==> src/rtl/hpc_pkg.sv <==
package hpc_pkg;

  localparam int PRE_W = 10;

  typedef enum logic [1:0] {
    SPAN_60  = 2'd0,
    SPAN_180 = 2'd1,
    SPAN_360 = 2'd2,
    SPAN_ALT = 2'd3
  } span_e;

  // terminal value of the prescaler for a tick-rate code (ratio minus one)
  function automatic logic [PRE_W-1:0] pre_limit(input logic [2:0] sel);
    case (sel)
      3'd0:    pre_limit = PRE_W'(0);
      3'd1:    pre_limit = PRE_W'(3);
      3'd2:    pre_limit = PRE_W'(15);
      3'd3:    pre_limit = PRE_W'(63);
      3'd4:    pre_limit = PRE_W'(255);
      default: pre_limit = PRE_W'(1023);
    endcase
  endfunction

  // strobes that make up one measurement
  function automatic logic [2:0] span_len(input logic [1:0] sel);
    case (span_e'(sel))
      SPAN_60:  span_len = 3'd1;
      SPAN_180: span_len = 3'd3;
      default:  span_len = 3'd6;
    endcase
  endfunction

endpackage

==> src/rtl/hpc_prescaler.sv <==
module hpc_prescaler
  import hpc_pkg::*;
(
  input  logic             clk,
  input  logic             rst_n,
  input  logic             run,
  input  logic             restart,
  input  logic [PRE_W-1:0] limit,
  output logic             tick
);

  logic [PRE_W-1:0] div_cnt;

  assign tick = run && !restart && (div_cnt == limit);

  always_ff @(posedge clk or negedge rst_n) begin
    if (!rst_n)                div_cnt <= '0;
    else if (restart || !run)  div_cnt <= '0;
    else if (tick)             div_cnt <= '0;
    else                       div_cnt <= div_cnt + PRE_W'(1);
  end

endmodule

==> src/rtl/hpc_tally.sv <==
module hpc_tally (
  input  logic       clk,
  input  logic       rst_n,
  input  logic       flush,
  input  logic       step,
  input  logic [2:0] span,
  output logic       cap_evt
);

  logic [2:0] seen;

  assign cap_evt = step && !flush && (seen == span - 3'd1);

  always_ff @(posedge clk or negedge rst_n) begin
    if (!rst_n)       seen <= '0;
    else if (flush)   seen <= '0;
    else if (cap_evt) seen <= '0;
    else if (step)    seen <= seen + 3'd1;
  end

  AST_TALLY_RESTART: assert property (@(posedge clk) disable iff (!rst_n)
    cap_evt |=> (seen == 3'd0));

endmodule

==> src/rtl/hpc_period_ctr.sv <==
module hpc_period_ctr #(
  parameter int W = 16
) (
  input  logic         clk,
  input  logic         rst_n,
  input  logic         flush,
  input  logic         tick,
  input  logic         cap,
  input  logic         ovf_clr,
  output logic [W-1:0] cnt,
  output logic         ovf
);

  localparam logic [W-1:0] TOP = {W{1'b1}};

  logic at_top;
  assign at_top = (cnt == TOP);

  always_ff @(posedge clk or negedge rst_n) begin
    if (!rst_n)                  cnt <= '0;
    else if (flush || cap)       cnt <= '0;
    else if (tick && !at_top)    cnt <= cnt + W'(1);
  end

  always_ff @(posedge clk or negedge rst_n) begin
    if (!rst_n)                          ovf <= 1'b0;
    else if (flush || ovf_clr || cap)    ovf <= 1'b0;
    else if (tick && at_top)             ovf <= 1'b1;
  end

  AST_CAP_ZEROES: assert property (@(posedge clk) disable iff (!rst_n)
    cap |=> (cnt == '0));
  AST_SAT_HOLDS: assert property (@(posedge clk) disable iff (!rst_n)
    (at_top && !cap && !flush) |=> (cnt == TOP));
  AST_OVF_CLEAR: assert property (@(posedge clk) disable iff (!rst_n)
    ovf_clr |=> !ovf);

endmodule

==> src/rtl/hall_period_capture.sv <==
module hall_period_capture
  import hpc_pkg::*;
#(
  parameter int CNT_W = 16
) (
  input  logic             clk,
  input  logic             rst_n,
  input  logic             enable,
  input  logic [2:0]       div_sel,
  input  logic [1:0]       span_sel,
  input  logic             pos_step,
  input  logic             ovf_clr,
  output logic [CNT_W-1:0] period,
  output logic             cap_irq,
  output logic             ovf
);

  localparam int CFG_W = 5;

  logic [CFG_W-1:0] cfg_q;
  logic             cfg_chg;
  logic             flush;
  logic             tick;
  logic             cap_evt;
  logic             cap_valid;
  logic             armed;
  logic [CNT_W-1:0] run_cnt;

  assign cfg_chg   = ({div_sel, span_sel} != cfg_q);
  assign flush     = !enable || cfg_chg;
  assign cap_valid = cap_evt && armed;

  always_ff @(posedge clk or negedge rst_n) begin
    if (!rst_n) cfg_q <= '0;
    else        cfg_q <= {div_sel, span_sel};
  end

  hpc_prescaler u_pre (
    .clk     (clk),
    .rst_n   (rst_n),
    .run     (enable),
    .restart (flush || cap_evt),
    .limit   (pre_limit(div_sel)),
    .tick    (tick)
  );

  hpc_tally u_tally (
    .clk     (clk),
    .rst_n   (rst_n),
    .flush   (flush),
    .step    (pos_step),
    .span    (span_len(span_sel)),
    .cap_evt (cap_evt)
  );

  hpc_period_ctr #(.W(CNT_W)) u_ctr (
    .clk     (clk),
    .rst_n   (rst_n),
    .flush   (flush),
    .tick    (tick),
    .cap     (cap_evt),
    .ovf_clr (ovf_clr),
    .cnt     (run_cnt),
    .ovf     (ovf)
  );

  always_ff @(posedge clk or negedge rst_n) begin
    if (!rst_n)       armed <= 1'b0;
    else if (flush)   armed <= 1'b0;
    else if (cap_evt) armed <= 1'b1;
  end

  always_ff @(posedge clk or negedge rst_n) begin
    if (!rst_n) begin
      period  <= '0;
      cap_irq <= 1'b0;
    end else begin
      cap_irq <= cap_valid;
      if (cap_valid) period <= run_cnt;
    end
  end

  AST_IRQ_FROM_STEP: assert property (@(posedge clk) disable iff (!rst_n)
    cap_irq |-> $past(pos_step));
  AST_FLUSH_NO_IRQ: assert property (@(posedge clk) disable iff (!rst_n)
    flush |=> !cap_irq);
  AST_PERIOD_HOLDS: assert property (@(posedge clk) disable iff (!rst_n)
    !cap_irq |-> $stable(period));

endmodule

==> config.mk <==
export PLATFORM = sky130hd
export DESIGN_NAME = hall_period_capture
export DESIGN_NICKNAME = d
export VERILOG_FILES = /design/src/rtl/hpc_pkg.sv /design/src/rtl/hpc_prescaler.sv /design/src/rtl/hpc_tally.sv /design/src/rtl/hpc_period_ctr.sv /design/src/rtl/hall_period_capture.sv
export SDC_FILE = /design/constraint.sdc
export NUM_CORES = 1
export LEC_CHECK = 0
export BUFFER_PORTS_ARGS = -buffer_cell sky130_fd_sc_hd__buf_2
export CELL_PAD_IN_SITES_DETAIL_PLACEMENT = 1
export CELL_PAD_IN_SITES_GLOBAL_PLACEMENT = 2
export CORE_MARGIN = 2
export CORE_UTILIZATION = 29
export DETAILED_ROUTE_END_ITERATION = 8
export PLACE_DENSITY_LB_ADDON = 0.12
export SETUP_SLACK_MARGIN = 0.4
export SLEW_MARGIN = 20
export SYNTH_ARGS = -nofsm -noshare
export SYNTH_HDL_FRONTEND = slang
export SYNTH_SLANG_ARGS = --single-unit
==> constraint.sdc <==
create_clock -name clk -period 2.2 [get_ports clk]
set_input_delay 0 -clock clk [delete_from_list [all_inputs] [get_ports clk]]
set_output_delay 0 -clock clk [all_outputs]
set_load 0.01 [all_outputs]
==> results of run 1 <==
[metal layers]
| metal | share of wire | GRT usage | routed length (µm) | up-vias |
|---|---|---|---|---|
| met5 | 0 | 0 | 0 | - |
| met4 | 0.012 | 0.03477 | 88 | 0 |
| met3 | 0.024 | 0.02720 | 172 | 10 |
| met2 | 0.46 | 0.2408 | 3278 | 26 |
| met1 | 0.50 | 0.2080 | 3518 | 1093 |
| li1 | - | - | - | 1025 |
[final cells by class]
type,instances,area (µm²)
Fill cell,970,4962
Multi-Input combinational cell,177,1504
Sequential cell,53,1330
Timing Repair Buffer,72,598.1
Tap cell,108,135.1
Clock buffer,5,68.82
Clock inverter,3,65.06
Inverter,4,15.01
[cell usage after synthesis, types with 4 or more instances]
| cell type | number |
|---|---|
| or4_1 | 11 |
| and3_1 | 6 |
| inv_1 | 4 |
| xor2_1 | 9 |
| nand2_1 | 23 |
| o31ai_1 | 10 |
| nand3_1 | 10 |
| a21oi_1 | 13 |
| mux2_2 | 16 |
| mux2i_1 | 5 |
| nor3_1 | 5 |
| buf_2 | 5 |
| clkbuf_1 | 4 |
| nor2_1 | 18 |
| nand4_1 | 4 |
| dfrtp_1 | 53 |
| xnor2_1 | 6 |
| nand2b_1 | 4 |
[worst register-to-register path, stage by stage, from the launching register on]
cell,delay [ns]
dfrtp_2,0.44
nor3_1,0.19
nand3_1,0.09
a221o_2,0.41
buf_12,0.16
or4_4,0.51
a21oi_2,0.15
[power by group]
group / leakage [nW] / switching (mW) / internal, mW
Combinational: 0.759 / 0.0694 / 0.0492
Clock: 0.0681 / 0.332 / 0.452
Sequential: 0.724 / 0.00256 / 0.978
Total: 1.55 / 0.404 / 1.48
[repair_timing]
| item | 4_1_cts | 5_1_grt |
|---|---|---|
| hold endpoints to repair | 60 | 0 |
| hold buffers | 8 | 0 |
| cloned | 3 | 1 |
| resized for setup | 24 | 37 |
| setup endpoints to repair | 42 | 44 |
| pin swaps | 6 | 10 |
| buffers inserted | 9 | 13 |
[sequential cells by signal (all words and copies together), names as in the netlist]
signal         cells
u_ctr.cnt         16
armed              1
u_tally.seen       3
period            16
u_pre.div_cnt     10
u_ctr.ovf          1
cap_irq            1
cfg_q              5
[how the worst max path moves through the flow]
stage | endpoint | startpoint | depth (start not counted) | slack (ns)
global placement | u_ctr.cnt[13] | u_pre.div_cnt[7] | 6 | 0.21
finish | u_ctr.cnt[6] | u_pre.div_cnt[4] | 6 | 0.19
CTS | u_ctr.cnt[6] | u_pre.div_cnt[7] | 6 | 0.17
floorplan | u_ctr.cnt[6] | u_pre.div_cnt[7] | 6 | 0.33
global route | u_ctr.cnt[6] | u_pre.div_cnt[6] | 7 | 0.12
detailed placement | u_ctr.cnt[6] | u_pre.div_cnt[6] | 6 | 0.17
[through the flow]
step,worst slack [ns],instance area (µm²),std cells
global route,0.1160,3716,422
CTS,0.1702,3432,408
finish,0.1894,3716,422
floorplan,0.3277,2681,243
detailed placement,0.1706,2990,380
global placement,0.2108,2990,380
[kinds of logic (layout without fill, tap and decap cells)]
| kind of cell | after synthesis | count (layout) | share of synthesized area |
|---|---|---|---|
| DFF | 53 | 53 | 0.5153 |
| AOI/OAI and AO/OA | 41 | 42 | 0.1065 |
| and+or+nand+nor | 96 | 96 | 0.1998 |
| buffers and inverters | 14 | 84 | 0.02333 |
| adders and majority gates | 3 | 3 | 0.01459 |
| muxes | 21 | 21 | 0.08945 |
| xor gates and xnor gates | 15 | 15 | 0.05105 |
==> insert_results.sql, run 1 <==
INSERT INTO impl_metrics (metric_group, metric, value, unit) VALUES
('status', 'run_status', 'completed', ''),
('clock_network', 'cts_buf_count', '5', ''),
('clock_network', 'cts_max_path_buffers', '2', ''),
('floorplan', 'die_y', '98.21', 'µm'),
('final_layout', 'final_util', '0.4282', ''),
('clock_network', 'path_clk_slew', '0.10', 'ns'),
('worst_setup_path', 'worst_ep_arrival_time', '2.25', 'ns'),
('floorplan', 'horizontal_die_dimension', '98.21', 'µm'),
('drt', 'drt_iter0_markers', '73', ''),
('hold_path', 'holdPathStages', '3', ''),
('global_route', 'global_route.overflow_total', '0', ''),
('sta', 'finalCritPeriodShare', '0.9139', ''),
('final_layout', 'fin_nets', '326', ''),
('drt', 'route.detailed.vias_per_inst', '5.104', ''),
('sta', 'unrepaired_setup_endpoints_after_global_routing', 'true', ''),
('sta', 'hold_viol_final', '0', ''),
('logic_synthesis', 'postSynth.topFlopCell', 'dfrtp_1', ''),
('global_route', 'gr-usage-all-layers', '0.1487', ''),
('sta', 'clock-skew-final', '0.008336', 'ns'),
('drt', 'vias', '2154', ''),
('clock_network', 'ctsRootBufferMaster', 'clkbuf_8', ''),
('sta', 'max_slew.worst_pin.slew', '0.7112', 'ns'),
('logic_synthesis', 'edff_count_synth', '0', ''),
('final_layout', 'synthToLayoutAreaGrowth', '44.38', '%'),
('final_layout', 'diodes', '0', ''),
('floorplan', 'placement_rows', '34', ''),
('sta', 'timing.final.setup_violations', '0', ''),
('sta', 'number_of_slew_limit_violations_in_the_final_report', '0', ''),
('pwr', 'total_power', '1.884', 'mW'),
('sta', 'slew_headroom', '0.5259', ''),
('logic_synthesis', 'synthesis.nets', '256', ''),
('logic_synthesis', 'post_synth_instance_area', '0.002574', 'mm²'),
('place', 'place.gp.congestion', '0.7066', ''),
('floorplan', 'die-area', '0.009644', 'mm²'),
('global_route', 'antenna_found_initial', '0', ''),
('clock_network', 'cts-htree-levels', '2', ''),
('drt', 'drt-wirelength-per-cell', '16.72', 'µm'),
('worst_setup_path', 'required', '2.44', 'ns'),
('pwr', 'powerDensity', '507.0', 'mW/mm²'),
('hold_path', 'hold_class', 'in -> reg', ''),
('logic_synthesis', 'synth.top_cell.area_share', '0.5153', ''),
('worst_setup_path', 'critPathTopFamily', 'simple AND/OR/NAND/NOR gates', ''),
('drt', 'postRouteAntennaNets', '0', ''),
('place', 'dpl.hpwl', '4290', 'µm'),
('final_layout', 'layout.cells.most_common', 'dfrtp_1', ''),
('logic_synthesis', 'synthesis.yosys.warnings', '0', ''),
('floorplan', 'io_pins', '28', ''),
('sta', 'final.hold.worst_slack', '0.02774', 'ns'),
('drt', 'postRouteWirelength', '7057', 'µm'),
('worst_setup_path', 'crit_fanout', '15', ''),
('hold_path', 'hold_path_startpoint', 'pos_step', ''),
('drt', 'drt_first_pass_iters', '4', ''),
('worst_setup_path', 'cell_by_cell_trace_of_the_critical_path', 'nor3_1 -> nand3_1 -> a221o_2 -> buf_12 -> or4_4 -> a21oi_2', ''),
('final_layout', 'top_library_cells_by_usage_in_the_layout_fill_and_taps_aside', 'dfrtp_1 (50), buf_2 (27), buf_4 (27), nand2_1 (21), mux2_4 (16)', ''),
('worst_setup_path', 'regToRegStartpoint', 'u_pre.div_cnt[4]', ''),
('pwr', 'ir_worst_vdd', '0.2713', 'mV'),
('hold_path', 'end_of_the_worst_hold_path', 'u_tally.seen[0]', ''),
('logic_synthesis', 'synth_largest_area_cell', 'dfrtp_1', ''),
('worst_setup_path', 'crit-reg2reg-capture', 'u_ctr.cnt[6]', ''),
('logic_synthesis', 'netlist_top_cells_area', 'dfrtp_1 (52%), mux2_2 (7.0%), nand2_1 (3.4%), or4_1 (3.2%), xor2_1 (3.1%)', ''),
('floorplan', 'start_util', '0.2966', ''),
('worst_setup_path', 'cp.buffers_inverters', '1', ''),
('clock_network', 'tritoncts_clock_tree', 'done', ''),
('worst_setup_path', 'critical_path.endpoint_type', 'register', ''),
('pwr', 'total_leakage_power', '1.551', 'nW'),
('sta', 'fin_setup_tns', '0', 'ns'),
('worst_setup_path', 'reg2reg_slack', '0.19', 'ns'),
('worst_setup_path', 'r2r.worst_path.cells', '6', ''),
('place', 'placement.io_buffers', '27', ''),
('clock_network', 'worstSkewPairLatency', '0.31', 'ns'),
('drt', 'remaining_drc_errors', '0', '');
(Power assumes the default switching activity.)
==> run 2, diff against run 1 <==
--- a/config.mk
+++ b/config.mk
@@ -11,7 +11,7 @@
 export CORE_MARGIN = 2
 export CORE_UTILIZATION = 29
 export DETAILED_ROUTE_END_ITERATION = 8
-export PLACE_DENSITY_LB_ADDON = 0.12
+export PLACE_DENSITY = 0.7
 export SETUP_SLACK_MARGIN = 0.4
 export SLEW_MARGIN = 20
 export SYNTH_ARGS = -nofsm -noshare
==> run 2 against run 1 <==
Die area is the same. Clock power grew 0.9%. Clock skew grew 0.0028 ns. Largest power group unchanged. Critical endpoint is now u_ctr.ovf. Worst setup slack lost 0.036 ns. Routed wire length grew 1.7%. Worst hold slack lost 0.00057 ns. Critical path depth shrank 1. Combinational power shrank 6%. Largest cell class unchanged. First-iteration DRC count grew 8.2%. Global-route usage shrank 0.75 points. Flip-flop and latch count is the same.
==> insert_results.sql, run 2 (same netlist as run 1, synthesis figures left out) <==
INSERT INTO impl_metrics (metric_group, metric, value, unit) VALUES
('status', 'run_status', 'completed', ''),
('global_route', 'global_route.overflow_total', '0', ''),
('floorplan', 'die-area', '0.009644', 'mm²'),
('global_route', 'antenna_found_initial', '0', ''),
('worst_setup_path', 'cp.buffers_inverters', '0', ''),
('sta', 'slew_headroom', '0.7072', ''),
('floorplan', 'horizontal_die_dimension', '98.21', 'µm'),
('floorplan', 'io_pins', '28', ''),
('job', 'cap_viol_max_count', '0', ''),
('clock_network', 'path_clk_slew', '0.10', 'ns'),
('final_layout', 'layout.cells.most_common', 'dfrtp_1', ''),
('sta', 'fin_setup_tns', '0', 'ns'),
('global_route', 'via_count_of_the_first_global_routing_pass', '2133', ''),
('global_route', 'grt_pass1_wl', '10940', 'µm'),
('worst_setup_path', 'critPathTopFamily', 'simple AND/OR/NAND/NOR gates', ''),
('sta', 'layout_min_cycle_time', '2.046', 'ns'),
('drt', 'vias', '2166', ''),
('worst_setup_path', 'cell_by_cell_trace_of_the_critical_path', 'or2_4 -> a21oi_4 -> nor2_4 -> or4_4 -> a211oi_2', ''),
('final_layout', 'final_layout_size_suffix_gt1_frac', '0.3941', ''),
('drt', 'remaining_drc_errors', '0', ''),
('drt', 'drt-wirelength-per-cell', '17.29', 'µm'),
('sta', 'number_of_slew_limit_violations_in_the_final_report', '0', ''),
('clock_network', 'count_of_clock_tree_sinks', '53', ''),
('worst_setup_path', 'cpMaxStageDelayCell', 'or4_4', ''),
('worst_setup_path', 'critical_path_class', 'reg -> reg', ''),
('worst_setup_path', 'r2r.worst_path.cells', '5', ''),
('drt', 'postRouteAntennaNets', '0', ''),
('pwr', 'net-switching-power', '408.3', 'µW'),
('sta', 'clock-skew-final', '0.01112', 'ns'),
('clock_network', 'cts-htree-levels', '2', ''),
('worst_setup_path', 'worst_setup_path_start_kind', 'register', ''),
('worst_setup_path', 'reg2reg_slack', '0.15', 'ns'),
('final_layout', 'synthToLayoutAreaGrowth', '40.25', '%'),
('pwr', 'share_seq_of_total_power', '0.521', ''),
('final_layout', 'biggest_regs', 'period (16), u_ctr.cnt (16), u_pre.div_cnt (10)', ''),
('worst_setup_path', 'slowest_delay', '0.54', 'ns'),
('clock_network', 'cts_max_path_buffers', '2', ''),
('sta', 'max_slew.worst_pin.slew', '0.4392', 'ns'),
('hold_path', 'holdPathStages', '3', ''),
('final_layout', 'top_library_cells_by_usage_in_the_layout_fill_and_taps_aside', 'dfrtp_1 (46), buf_2 (27), nand2_1 (23), buf_4 (23), mux2_4 (16)', ''),
('pwr', 'sw_frac_of_total', '0.2166', ''),
('clock_network', 'tritoncts_clock_tree', 'done', ''),
('place', 'placement.io_buffers', '27', ''),
('sta', 'unrepaired_setup_endpoints_after_global_routing', 'true', ''),
('worst_setup_path', 'crit_fanout', '13', ''),
('pwr', 'ir_worst_vdd', '0.2001', 'mV'),
('final_layout', 'diodes', '0', ''),
('pwr', 'power.share.clock', '0.420', ''),
('clock_network', 'worstSkewPairLatency', '0.31', 'ns'),
('place', 'place.gp.congestion', '0.7228', ''),
('final_layout', 'fin_nets', '319', ''),
('sta', 'final.hold.worst_slack', '0.02717', 'ns'),
('hold_path', 'hold_class', 'in -> reg', ''),
('sta', 'maxClockFrequency', '488.7', 'MHz'),
('worst_setup_path', 'critical_path.endpoint_type', 'register', ''),
('drt', 'drt_iter0_markers', '79', ''),
('global_route', 'grt_start_max_net_pins', '31', ''),
('clock_network', 'ctsRootBufferMaster', 'clkbuf_8', ''),
('pwr', 'p_int', '1.476', 'mW'),
('pwr', 'powerDensity', '522.1', 'mW/mm²'),
('worst_setup_path', 'worst_ep_arrival_time', '2.27', 'ns'),
('sta', 'timing.final.setup_violations', '0', ''),
('floorplan', 'start_util', '0.2966', ''),
('worst_setup_path', 'timing.critical_path.depth', '5', ''),
('drt', 'route.detailed.vias_per_inst', '5.219', ''),
('sta', 'hold_viol_final', '0', ''),
('drt', 'drt_first_pass_iters', '3', ''),
('global_route', 'gr-usage-all-layers', '0.1412', ''),
('floorplan', 'die_y', '98.21', 'µm'),
('place', 'dpl.hpwl', '4281', 'µm'),
('clock_network', 'cts_buf_count', '5', ''),
('pwr', 'total_leakage_power', '1.500', 'nW'),
('floorplan', 'placement_rows', '34', ''),
('sta', 'finalCritPeriodShare', '0.9301', ''),
('pwr', 'p_comb_frac', '0.059', ''),
('worst_setup_path', 'required', '2.43', 'ns'),
('floorplan', 'core_area', '0.008678', 'mm²'),
('drt', 'postRouteWirelength', '7177', 'µm');
## run 2: cell types whose count changed in the layout (fill, tap and decap cells not counted), sizes merged
cell,previous run,this run
buf,64,54
clkbuf,5,7
dlygate4sd3,8,9
## run 2: metrics by stage
stage | power (mW) | std cells | setup WS (ns) | util | cell area, µm²
5_1_grt | 1.966 | 415 | 0.08074 | 0.4159 | 3610
3_5_place_dp | 1.085 | 376 | 0.1829 | 0.3411 | 2960
6_report | 1.884 | 415 | 0.1537 | 0.4159 | 3610
3_3_place_gp | 1.084 | 376 | 0.2148 | 0.3411 | 2960
2_1_floorplan | 1.040 | 243 | 0.3277 | - | 2681
4_1_cts | 1.900 | 402 | 0.1669 | 0.3854 | 3344
## run 2: cell type report
type	instances	area, µm²
fill	961	5069
clock buffer	5	68.82
inverter	4	15.01
timing repair buffer	65	535.5
sequential	53	1335
clock inverter	3	65.06
multi-input combinational	177	1455
tap	108	135.1
## run 2: power groups by stage
| stage | Clock [mW] | Combinational [mW] | Sequential (mW) |
|---|---|---|---|
| after global routing | 0.859 | 0.124 | 0.982 |
| after detailed placement | 0 | 0.0843 | 1.00 |
| after floorplan | 0 | 0.0393 | 1.00 |
| final | 0.791 | 0.112 | 0.981 |
| after CTS | 0.817 | 0.102 | 0.981 |
| after global placement | 0 | 0.0833 | 1.00 |
## run 2: path summary, 6_finish.rpt
path | endpoint | startpoint
hold reg to reg | u_pre.div_cnt[0] | u_pre.div_cnt[0]
max in group asynchronous | u_tally.seen[0] | rst_n
min in group asynchronous | cap_irq | rst_n
setup / recovery | u_ctr.ovf | u_pre.div_cnt[2]
hold / removal | u_tally.seen[0] | pos_step
setup reg to reg | u_ctr.ovf | u_pre.div_cnt[2]
## run 2: worst register-to-register path, stage by stage (launching register included)
cell      delay, ns
dfrtp_1        0.46
or2_4          0.29
a21oi_4        0.29
nor2_4         0.17
or4_4          0.54
a211oi_2       0.22
## run 2: layer usage
metal	vias up	share of wire	routed length (µm)	global-route usage
li1	1012	-	-	-
met1	1111	0.44	3193	0.1839
met2	28	0.51	3639	0.2360
met3	15	0.023	168	0.02291
met4	0	0.024	175	0.05479
met5	-	0	0	0
## run 2: what timing repair did
item | CTS | global route
endpoints found under the hold margin | 60 | 0
resized for setup | 16 | 33
setup endpoints to repair | 42 | 43
pin swaps | 4 | 11
hold buffers | 9 | 0
cloned | 1 | 3
setup buffers | 8 | 10
